[src/rtl/fp32_mul_pkg.sv]
package fp32_mul_pkg;
  localparam int EXP_W  = 8;
  localparam int FRAC_W = 23;
  localparam int WORD_W = 1 + EXP_W + FRAC_W;
  localparam int SIG_W  = FRAC_W + 1;
  localparam int PROD_W = 2 * SIG_W;
  localparam int XEXP_W = EXP_W + 2;
  localparam int BIAS   = (1 << (EXP_W - 1)) - 1;
  localparam int EXP_MAX = (1 << EXP_W) - 2;

  typedef enum logic [1:0] {
    CLS_ZERO = 2'd0,
    CLS_NORM = 2'd1,
    CLS_INF  = 2'd2,
    CLS_NAN  = 2'd3
  } num_class_e;

  function automatic num_class_e classify(input logic [EXP_W-1:0] e,
                                          input logic [FRAC_W-1:0] f);
    if (e == '0)       return CLS_ZERO;
    else if (&e)       return (f == '0) ? CLS_INF : CLS_NAN;
    else               return CLS_NORM;
  endfunction

  function automatic logic [XEXP_W-1:0] exp_combine(input logic [EXP_W-1:0] ea,
                                                    input logic [EXP_W-1:0] eb,
                                                    input logic norm,
                                                    input logic carry);
    return XEXP_W'(ea) + XEXP_W'(eb) + XEXP_W'(norm) + XEXP_W'(carry)
           - XEXP_W'(BIAS);
  endfunction

  function automatic logic rne_up(input logic lsb, input logic guard,
                                  input logic sticky);
    return guard & (sticky | lsb);
  endfunction

  function automatic logic [WORD_W-1:0] qnan_word();
    return {1'b0, {EXP_W{1'b1}}, 1'b1, {(FRAC_W-1){1'b0}}};
  endfunction
endpackage

[src/rtl/fp32_mul_unpack.sv]
module fp32_mul_unpack
  import fp32_mul_pkg::*;
(
  input  logic [WORD_W-1:0] word_i,
  output logic              sign_o,
  output logic [EXP_W-1:0]  exp_o,
  output logic [SIG_W-1:0]  sig_o,
  output num_class_e        cls_o
);
  logic [FRAC_W-1:0] frac;

  assign sign_o = word_i[WORD_W-1];
  assign exp_o  = word_i[WORD_W-2 -: EXP_W];
  assign frac   = word_i[FRAC_W-1:0];
  assign sig_o  = {1'b1, frac};
  assign cls_o  = classify(exp_o, frac);
endmodule

[src/rtl/fp32_mul_core.sv]
module fp32_mul_core
  import fp32_mul_pkg::*;
(
  input  logic [SIG_W-1:0]  sig_a_i,
  input  logic [SIG_W-1:0]  sig_b_i,
  input  logic [EXP_W-1:0]  exp_a_i,
  input  logic [EXP_W-1:0]  exp_b_i,
  output logic [FRAC_W-1:0] frac_o,
  output logic [XEXP_W-1:0] exp_o,
  output logic              norm_shift_o,
  output logic              round_up_o,
  output logic              round_carry_o
);
  logic [PROD_W-1:0] prod;
  logic [SIG_W-1:0]  kept;
  logic              guard_bit;
  logic              sticky_bit;
  logic [SIG_W:0]    rsum;

  assign prod         = PROD_W'(sig_a_i) * PROD_W'(sig_b_i);
  assign norm_shift_o = prod[PROD_W-1];

  always_comb begin
    if (norm_shift_o) begin
      kept       = prod[PROD_W-1 -: SIG_W];
      guard_bit  = prod[PROD_W-1-SIG_W];
      sticky_bit = |prod[PROD_W-2-SIG_W:0];
    end else begin
      kept       = prod[PROD_W-2 -: SIG_W];
      guard_bit  = prod[PROD_W-2-SIG_W];
      sticky_bit = |prod[PROD_W-3-SIG_W:0];
    end
  end

  assign round_up_o    = rne_up(kept[0], guard_bit, sticky_bit);
  assign rsum          = {1'b0, kept} + (SIG_W+1)'(round_up_o);
  assign round_carry_o = rsum[SIG_W];
  assign frac_o        = round_carry_o ? rsum[FRAC_W:1] : rsum[FRAC_W-1:0];
  assign exp_o         = exp_combine(exp_a_i, exp_b_i, norm_shift_o, round_carry_o);

  // a carry out of rounding can only come from an all-ones kept field
  always_comb begin
    if (round_carry_o) begin
      assert_renorm_R9: assert (frac_o == '0 && round_up_o);
    end
  end
endmodule

[src/rtl/fp32_mul_pack.sv]
module fp32_mul_pack
  import fp32_mul_pkg::*;
(
  input  num_class_e        cls_a_i,
  input  num_class_e        cls_b_i,
  input  logic              sign_i,
  input  logic [XEXP_W-1:0] exp_i,
  input  logic [FRAC_W-1:0] frac_i,
  output logic [WORD_W-1:0] word_o,
  output logic              ovf_o,
  output logic              unf_o,
  output logic              inv_o
);
  logic any_nan, any_inf, any_zero;
  logic exp_high, exp_low;

  assign any_nan  = (cls_a_i == CLS_NAN)  || (cls_b_i == CLS_NAN);
  assign any_inf  = (cls_a_i == CLS_INF)  || (cls_b_i == CLS_INF);
  assign any_zero = (cls_a_i == CLS_ZERO) || (cls_b_i == CLS_ZERO);
  assign exp_high = $signed(exp_i) > $signed(XEXP_W'(EXP_MAX));
  assign exp_low  = $signed(exp_i) < $signed(XEXP_W'(1));

  always_comb begin
    ovf_o = 1'b0;
    unf_o = 1'b0;
    inv_o = 1'b0;
    if (any_nan || (any_inf && any_zero)) begin
      word_o = qnan_word();
      inv_o  = 1'b1;
    end else if (any_inf) begin
      word_o = {sign_i, {EXP_W{1'b1}}, {FRAC_W{1'b0}}};
    end else if (any_zero) begin
      word_o = {sign_i, {(WORD_W-1){1'b0}}};
    end else if (exp_high) begin
      word_o = {sign_i, {EXP_W{1'b1}}, {FRAC_W{1'b0}}};
      ovf_o  = 1'b1;
    end else if (exp_low) begin
      word_o = {sign_i, {(WORD_W-1){1'b0}}};
      unf_o  = 1'b1;
    end else begin
      word_o = {sign_i, exp_i[EXP_W-1:0], frac_i};
    end
  end
endmodule

[src/rtl/fp32_mul.sv]
module fp32_mul
  import fp32_mul_pkg::*;
(
  input  logic              clk,
  input  logic              rst_n,
  input  logic [WORD_W-1:0] op_a,
  input  logic [WORD_W-1:0] op_b,
  output logic [WORD_W-1:0] product,
  output logic              overflow,
  output logic              underflow,
  output logic              invalid
);
  localparam int N_OPS = 2;

  logic [WORD_W-1:0] ops      [N_OPS];
  logic              op_sign  [N_OPS];
  logic [EXP_W-1:0]  op_exp   [N_OPS];
  logic [SIG_W-1:0]  op_sig   [N_OPS];
  num_class_e        op_cls   [N_OPS];

  assign ops[0] = op_a;
  assign ops[1] = op_b;

  for (genvar i = 0; i < N_OPS; i++) begin : g_unpack
    fp32_mul_unpack u_unpack (
      .word_i (ops[i]),
      .sign_o (op_sign[i]),
      .exp_o  (op_exp[i]),
      .sig_o  (op_sig[i]),
      .cls_o  (op_cls[i])
    );
  end

  logic [FRAC_W-1:0] core_frac;
  logic [XEXP_W-1:0] core_exp;
  logic              ev_norm_shift;
  logic              ev_round_up;
  logic              ev_round_carry;

  fp32_mul_core u_core (
    .sig_a_i       (op_sig[0]),
    .sig_b_i       (op_sig[1]),
    .exp_a_i       (op_exp[0]),
    .exp_b_i       (op_exp[1]),
    .frac_o        (core_frac),
    .exp_o         (core_exp),
    .norm_shift_o  (ev_norm_shift),
    .round_up_o    (ev_round_up),
    .round_carry_o (ev_round_carry)
  );

  logic              res_sign;
  logic [WORD_W-1:0] res_word;
  logic              res_ovf, res_unf, res_inv;

  assign res_sign = op_sign[0] ^ op_sign[1];

  fp32_mul_pack u_pack (
    .cls_a_i (op_cls[0]),
    .cls_b_i (op_cls[1]),
    .sign_i  (res_sign),
    .exp_i   (core_exp),
    .frac_i  (core_frac),
    .word_o  (res_word),
    .ovf_o   (res_ovf),
    .unf_o   (res_unf),
    .inv_o   (res_inv)
  );

  logic seen_edge;

  always_ff @(posedge clk or negedge rst_n) begin
    if (!rst_n) begin
      product   <= '0;
      overflow  <= 1'b0;
      underflow <= 1'b0;
      invalid   <= 1'b0;
      seen_edge <= 1'b0;
    end else begin
      product   <= res_word;
      overflow  <= res_ovf;
      underflow <= res_unf;
      invalid   <= res_inv;
      seen_edge <= 1'b1;
    end
  end

  assert_invalid_code_R5: assert property (@(posedge clk) disable iff (!rst_n)
    invalid |-> product == qnan_word());

  assert_overflow_inf_R3: assert property (@(posedge clk) disable iff (!rst_n)
    overflow |-> (product[WORD_W-2:0] == {{EXP_W{1'b1}}, {FRAC_W{1'b0}}}));

  assert_underflow_zero_R4: assert property (@(posedge clk) disable iff (!rst_n)
    underflow |-> (product[WORD_W-2:0] == '0));

  assert_flags_exclusive_R3: assert property (@(posedge clk) disable iff (!rst_n)
    $onehot0({overflow, underflow, invalid}));

  assert_sign_xor_R2: assert property (@(posedge clk) disable iff (!rst_n)
    (seen_edge && !invalid) |-> product[WORD_W-1] == $past(op_a[WORD_W-1] ^ op_b[WORD_W-1]));

  assert_normal_inputs_no_inv_R5: assert property (@(posedge clk) disable iff (!rst_n)
    (op_cls[0] == CLS_NORM && op_cls[1] == CLS_NORM) |=> !invalid);
endmodule

[config.mk]
export PLATFORM = sky130hd
export DESIGN_NAME = fp32_mul
export DESIGN_NICKNAME = d
export VERILOG_FILES = /design/src/rtl/fp32_mul_pkg.sv /design/src/rtl/fp32_mul_unpack.sv /design/src/rtl/fp32_mul_core.sv /design/src/rtl/fp32_mul_pack.sv /design/src/rtl/fp32_mul.sv
export SDC_FILE = /design/constraint.sdc
export NUM_CORES = 2
export LEC_CHECK = 0
export ABC_AREA = 1
export BUFFER_PORTS_ARGS = -buffer_cell sky130_fd_sc_hd__buf_2
export CAP_MARGIN = 20
export CORE_MARGIN = 4
export CORE_UTILIZATION = 60
export DETAILED_ROUTE_END_ITERATION = 7
export MAX_ROUTING_LAYER = met4
export PLACE_DENSITY = 0.89
export SLEW_MARGIN = 40
export SYNTH_ARGS = -nofsm -noshare
export SYNTH_HDL_FRONTEND = slang
export SYNTH_SLANG_ARGS = --single-unit
[constraint.sdc]
create_clock -name clk -period 0.8 [get_ports clk]
set_input_delay 0.04 -clock clk [delete_from_list [all_inputs] [get_ports clk]]
set_output_delay 0.04 -clock clk [all_outputs]
set_load 0.02 [all_outputs]
==> flow_summary.toml, run 1 <==
[clocking]
cts_buffers = 5
cts_root_buffer = "clkbuf_16"
clockBufferDepth = 2
htree_num_levels = 2
clkSinkCount = 35

[synthesis]
syn-num-nets = 4169
ys.flop_type = "dfrtp_1"
synth-async-reset-ratio = 1.00
netlist_area_sq_mm = 0.0241
yosys.area.top_type = "fa_1"
ys_types = 42
yosys_warnings = 0
synth.avg_cell_area_sq_um = 7.03
syn_inst = 3432
ys_seq_area_frac = 0.0363
synth_edf_count = 0
ys_seq_elements = 35
synth_top_area_frac = 0.402
synth.area.top_cells = "fa_1 (40%), nand2_1 (17%), inv_1 (17%), ha_1 (9.7%), dfrtp_1 (3.6%)"

[status]
outcome = "did not finish"
haltStage = "5_2_route"
tool.error = "[ERROR DRT-0218] Guide is not connected to design for net _3555_"

[placement]
dp_hpwl_um = 61500
io_buffers = 100
place.gp.congestion = 0.989

[grt]
grt_pass1_wl_um = 141000
antenna_found_initial = 8
overflow = 0
grt_start_max_net_pins = 36
grt_pass1_vias = 28500
grt_util_all_layers = 0.420

[sta]
crit_endpoint = "product[13]$_DFF_PN0_/D"
worstEndpointType = "register data pin"

[die]
ios = 101
initial_utilization = 0.607
die_y_um = 208
rows = 73
die_w_um = 208
==> synth_stat cells, types with 2 or more instances <==
cell / instances
o21bai_1: 11
nor3_1: 11
a21o_1: 2
nand3b_1: 8
nand2_2: 28
inv_2: 11
inv_1: 1063
clkbuf_1: 101
buf_6: 7
nor2_2: 13
nand3_1: 83
nor3b_1: 4
nand4_2: 2
a21oi_1: 37
and2_1: 2
nand2_1: 1070
dfrtp_1: 35
xor2_1: 35
nand2_4: 4
nor2_4: 9
nor3_2: 2
ha_1: 187
nor2_1: 139
o21ai_1: 2
o21ai_0: 12
xnor2_1: 15
fa_1: 484
o211ai_1: 2
nand4_1: 22
or2_2: 3
nand3_2: 2
and3_1: 2
a21oi_2: 2
nor4_1: 14
==> cells by family after synthesis <==
| family | share of synthesized area |
|---|---|
| buffers and inverters | 0.187 |
| and+or+nand+nor | 0.242 |
| xor gates and xnor gates | 0.0182 |
| AOI/OAI and AO/OA | 0.0175 |
| DFF | 0.0363 |
| adders and majority gates | 0.499 |
==> metrics by stage <==
step                utilization  hold slack [ns]  setup slack, ns  instances  area (sq um)
floorplan                     -           -0.256            -7.46       3432         24700
CTS                       0.767           0.0187            -7.06       4432         30500
global route              0.788           0.0458            -9.50       4471         31300
global placement          0.715          0.00571            -7.56       4362         28400
detailed placement        0.715           0.0236            -7.85       4362         28400
==> routing by layer <==
layer,track usage
met1,0.430
met4,0.345
met3,0.107
met2,0.680
met5,-
==> what timing repair did <==
action	CTS	global route
resized for setup	378	191
endpoints found under the hold margin	35	0
endpoints found under the setup margin	70	70
hold buffers	1	0
setup buffers	56	31
cloned	7	1
pin swaps	71	85
==> inputs of run 2 (changes only) <==
--- a/config.mk
+++ b/config.mk
@@ -9,10 +9,9 @@
 export BUFFER_PORTS_ARGS = -buffer_cell sky130_fd_sc_hd__buf_2
 export CAP_MARGIN = 20
 export CORE_MARGIN = 4
-export CORE_UTILIZATION = 60
+export CORE_UTILIZATION = 40
 export DETAILED_ROUTE_END_ITERATION = 7
-export MAX_ROUTING_LAYER = met4
-export PLACE_DENSITY = 0.89
+export PLACE_DENSITY_LB_ADDON = 0.15
 export SLEW_MARGIN = 40
 export SYNTH_ARGS = -nofsm -noshare
 export SYNTH_HDL_FRONTEND = slang
==> run 2 against run 1 <==
  * The flow now finishes, with violations (setup timing)
  * Global-route usage is 20 points lower
  * Synthesized cell count unchanged
  * Synthesized area unchanged
==> flow_summary.toml, run 2 <==
[status]
outcome = "finished, violations left"
violations = "setup timing"

[synthesis]
ys.flop_type = "dfrtp_1"
synth_edf_count = 0
synth-async-reset-ratio = 1.00
synth.avg_cell_area_sq_um = 7.03
synth_top_area_frac = 0.402
syn-num-nets = 4169
ys_seq_elements = 35
yosys_warnings = 0
syn_inst = 3432
netlist_area_sq_mm = 0.0241
synthTopCellsByCount = "nand2_1 (1070), inv_1 (1063), fa_1 (484), ha_1 (187), nor2_1 (139)"
yosys.area.top_type = "fa_1"
ys_seq_area_frac = 0.0363
synth.area.top_cells = "fa_1 (40%), nand2_1 (17%), inv_1 (17%), ha_1 (9.7%), dfrtp_1 (3.6%)"
ys_types = 42
synth_most_common_cell = "nand2_1"

[routing]
antenna_left = 0
viasPerCell = 4.54
route.detailed.drc = 0
wirelength_um = 68800
first_pass_iters = 6
drt_iter0_markers = 1119
wl_per_cell_um = 14.5
num_vias = 21600

[grt]
grt_pass1_wl_um = 116000
overflow = 0
grt_util_all_layers = 0.222
grt_pass1_vias = 22800
antenna_found_initial = 0
grt_start_max_net_pins = 36

[die]
ios = 101
rows = 89
coreArea_sq_mm = 0.0594
die_w_um = 254
die_y_um = 254
dieArea_sq_mm = 0.0643
initial_utilization = 0.406

[clocking]
cts_buffers = 5
clkSinkCount = 35
clkTransAtPathRegs_ns = 0.05
cts_tree = "done"
clockBufferDepth = 2
htree_num_levels = 2
cts_root_buffer = "clkbuf_16"

[placement]
dp_slack_ns = -7.75
place.gp.congestion = 0.891
io_buffers = 100
dp_cells = 4686
dp_hpwl_um = 60400

[hold_path]
hold_depth = 3
whs_endpoint = "product[31]$_DFF_PN0_"
hold_path_class = "input pin to register"
min_from = "op_a[31]"

[setup_path]
worst-path-max-fanout = 15
path_class = "input pin to register"
crit_slowest_cell = "fa_1"
crit_required_ns = 0.96
critPathCaptureType = "register"
cp-start-kind = "input pin"
crit_path_max_incr_delay_ns = 0.55
crit_arrival_ns = 8.17
cpMostUsedCell = "nand2_2"

[flow_run]
maxCapViolations = 0

[sta]
hold_ws_ns = 0.0261
worstMarginPinSlew_ns = 0.426
slew_violations = 0
relSlewSlack = 0.713
rsz0062_at_grt = "true"
max_freq_ghz = 0.125
hold_violations = 0
fin_crit_sh = 10.0
setup_viol = 70
setup_ws_ns = -7.21
period_minus_slack_ns = 8.01

[final_layout]
nFillCells = 5826
layout_common_cells = "inv_1 (1006), nand2_1 (972), buf_4 (494), fa_1 (460), ha_1 (156)"
largest_register_ffs = 32
nets = 4724
final_common_cell = "inv_1"
utilization = 0.537
instances_no_fill = 4761
top_register = "product"
syn_to_final_growth_pct = 32.1
post_route_cells_drive_above_1_share = 0.257
diodes = 0
==> run 2: stage by stage <==
stage               setup TNS (ns)  cell area, sq um
floorplan                  -242.56             24700
global placement           -255.52             29300
detailed placement         -255.61             29300
CTS                        -231.97             31000
global route               -251.89             31900
finish                     -238.32             31900
==> run 2: final cells by class <==
class                   instances  area (sq um)  area share
repair buffers                658          5790       0.182
clock buffers                   8           156     0.00491
inverters                    1074          4050       0.127
well taps                     773           967      0.0303
multi-input cells            2213         20000       0.628
flip-flops and latches         35           876      0.0275
==> run 2: worst max-delay path, delay by kind of cell <==
kind / cells / cell delay (ns)
adder cells (fa/ha/maj): 11 / 4.57
AND/OR/NAND/NOR: 29 / 2.74
buffers and inverters: 11 / 0.79
==> run 2: worst max-delay path by stage <==
stage	cells past startpoint	slack, ns	end	start
3_3_place_gp	51	-7.75	product[20]$_DFF_PN0_	op_b[4]
5_1_grt	51	-7.60	product[13]$_DFF_PN0_	op_b[3]
6_report	51	-7.21	product[16]$_DFF_PN0_	op_a[5]
4_1_cts	53	-7.02	product[5]$_DFF_PN0_	op_a[10]
3_5_place_dp	49	-7.75	product[18]$_DFF_PN0_	op_b[4]
2_1_floorplan	57	-7.46	product[21]$_DFF_PN0_	op_b[8]
==> run 2: repair_timing <==
item	CTS	global route
pin swaps	60	65
endpoints found under the hold margin	35	0
buffers inserted	40	22
hold buffers	1	0
gates cloned	4	1
setup endpoints to repair	70	70
gates resized for setup	345	203
==> run 2: cell families after synthesis <==
| group | Yosys count | share of synthesized area |
|---|---|---|
| AO/OA/AOI/OAI | 73 | 0.0175 |
| XOR/XNOR | 50 | 0.0182 |
| adder cells (fa/ha/maj) | 671 | 0.499 |
| buffers and inverters | 1184 | 0.187 |
| flip-flops | 35 | 0.0363 |
| AND/OR/NAND/NOR | 1419 | 0.242 |
==> run 2: per-layer routing <==
metal / track usage / routed length (um) / up-vias / share of wire
li1: - / - / 10700 / -
met1: 0.301 / 30600 / 10400 / 0.44
met2: 0.402 / 34500 / 409 / 0.50
met3: 0.0180 / 2570 / 73 / 0.037
met4: 0.0266 / 1140 / 0 / 0.017
met5: 0 / 0 / - / 0
Power of run 2 is left out: the tool's default activity adds up to more than one toggle a clock period on the data nets, which glitch-free logic cannot reach.
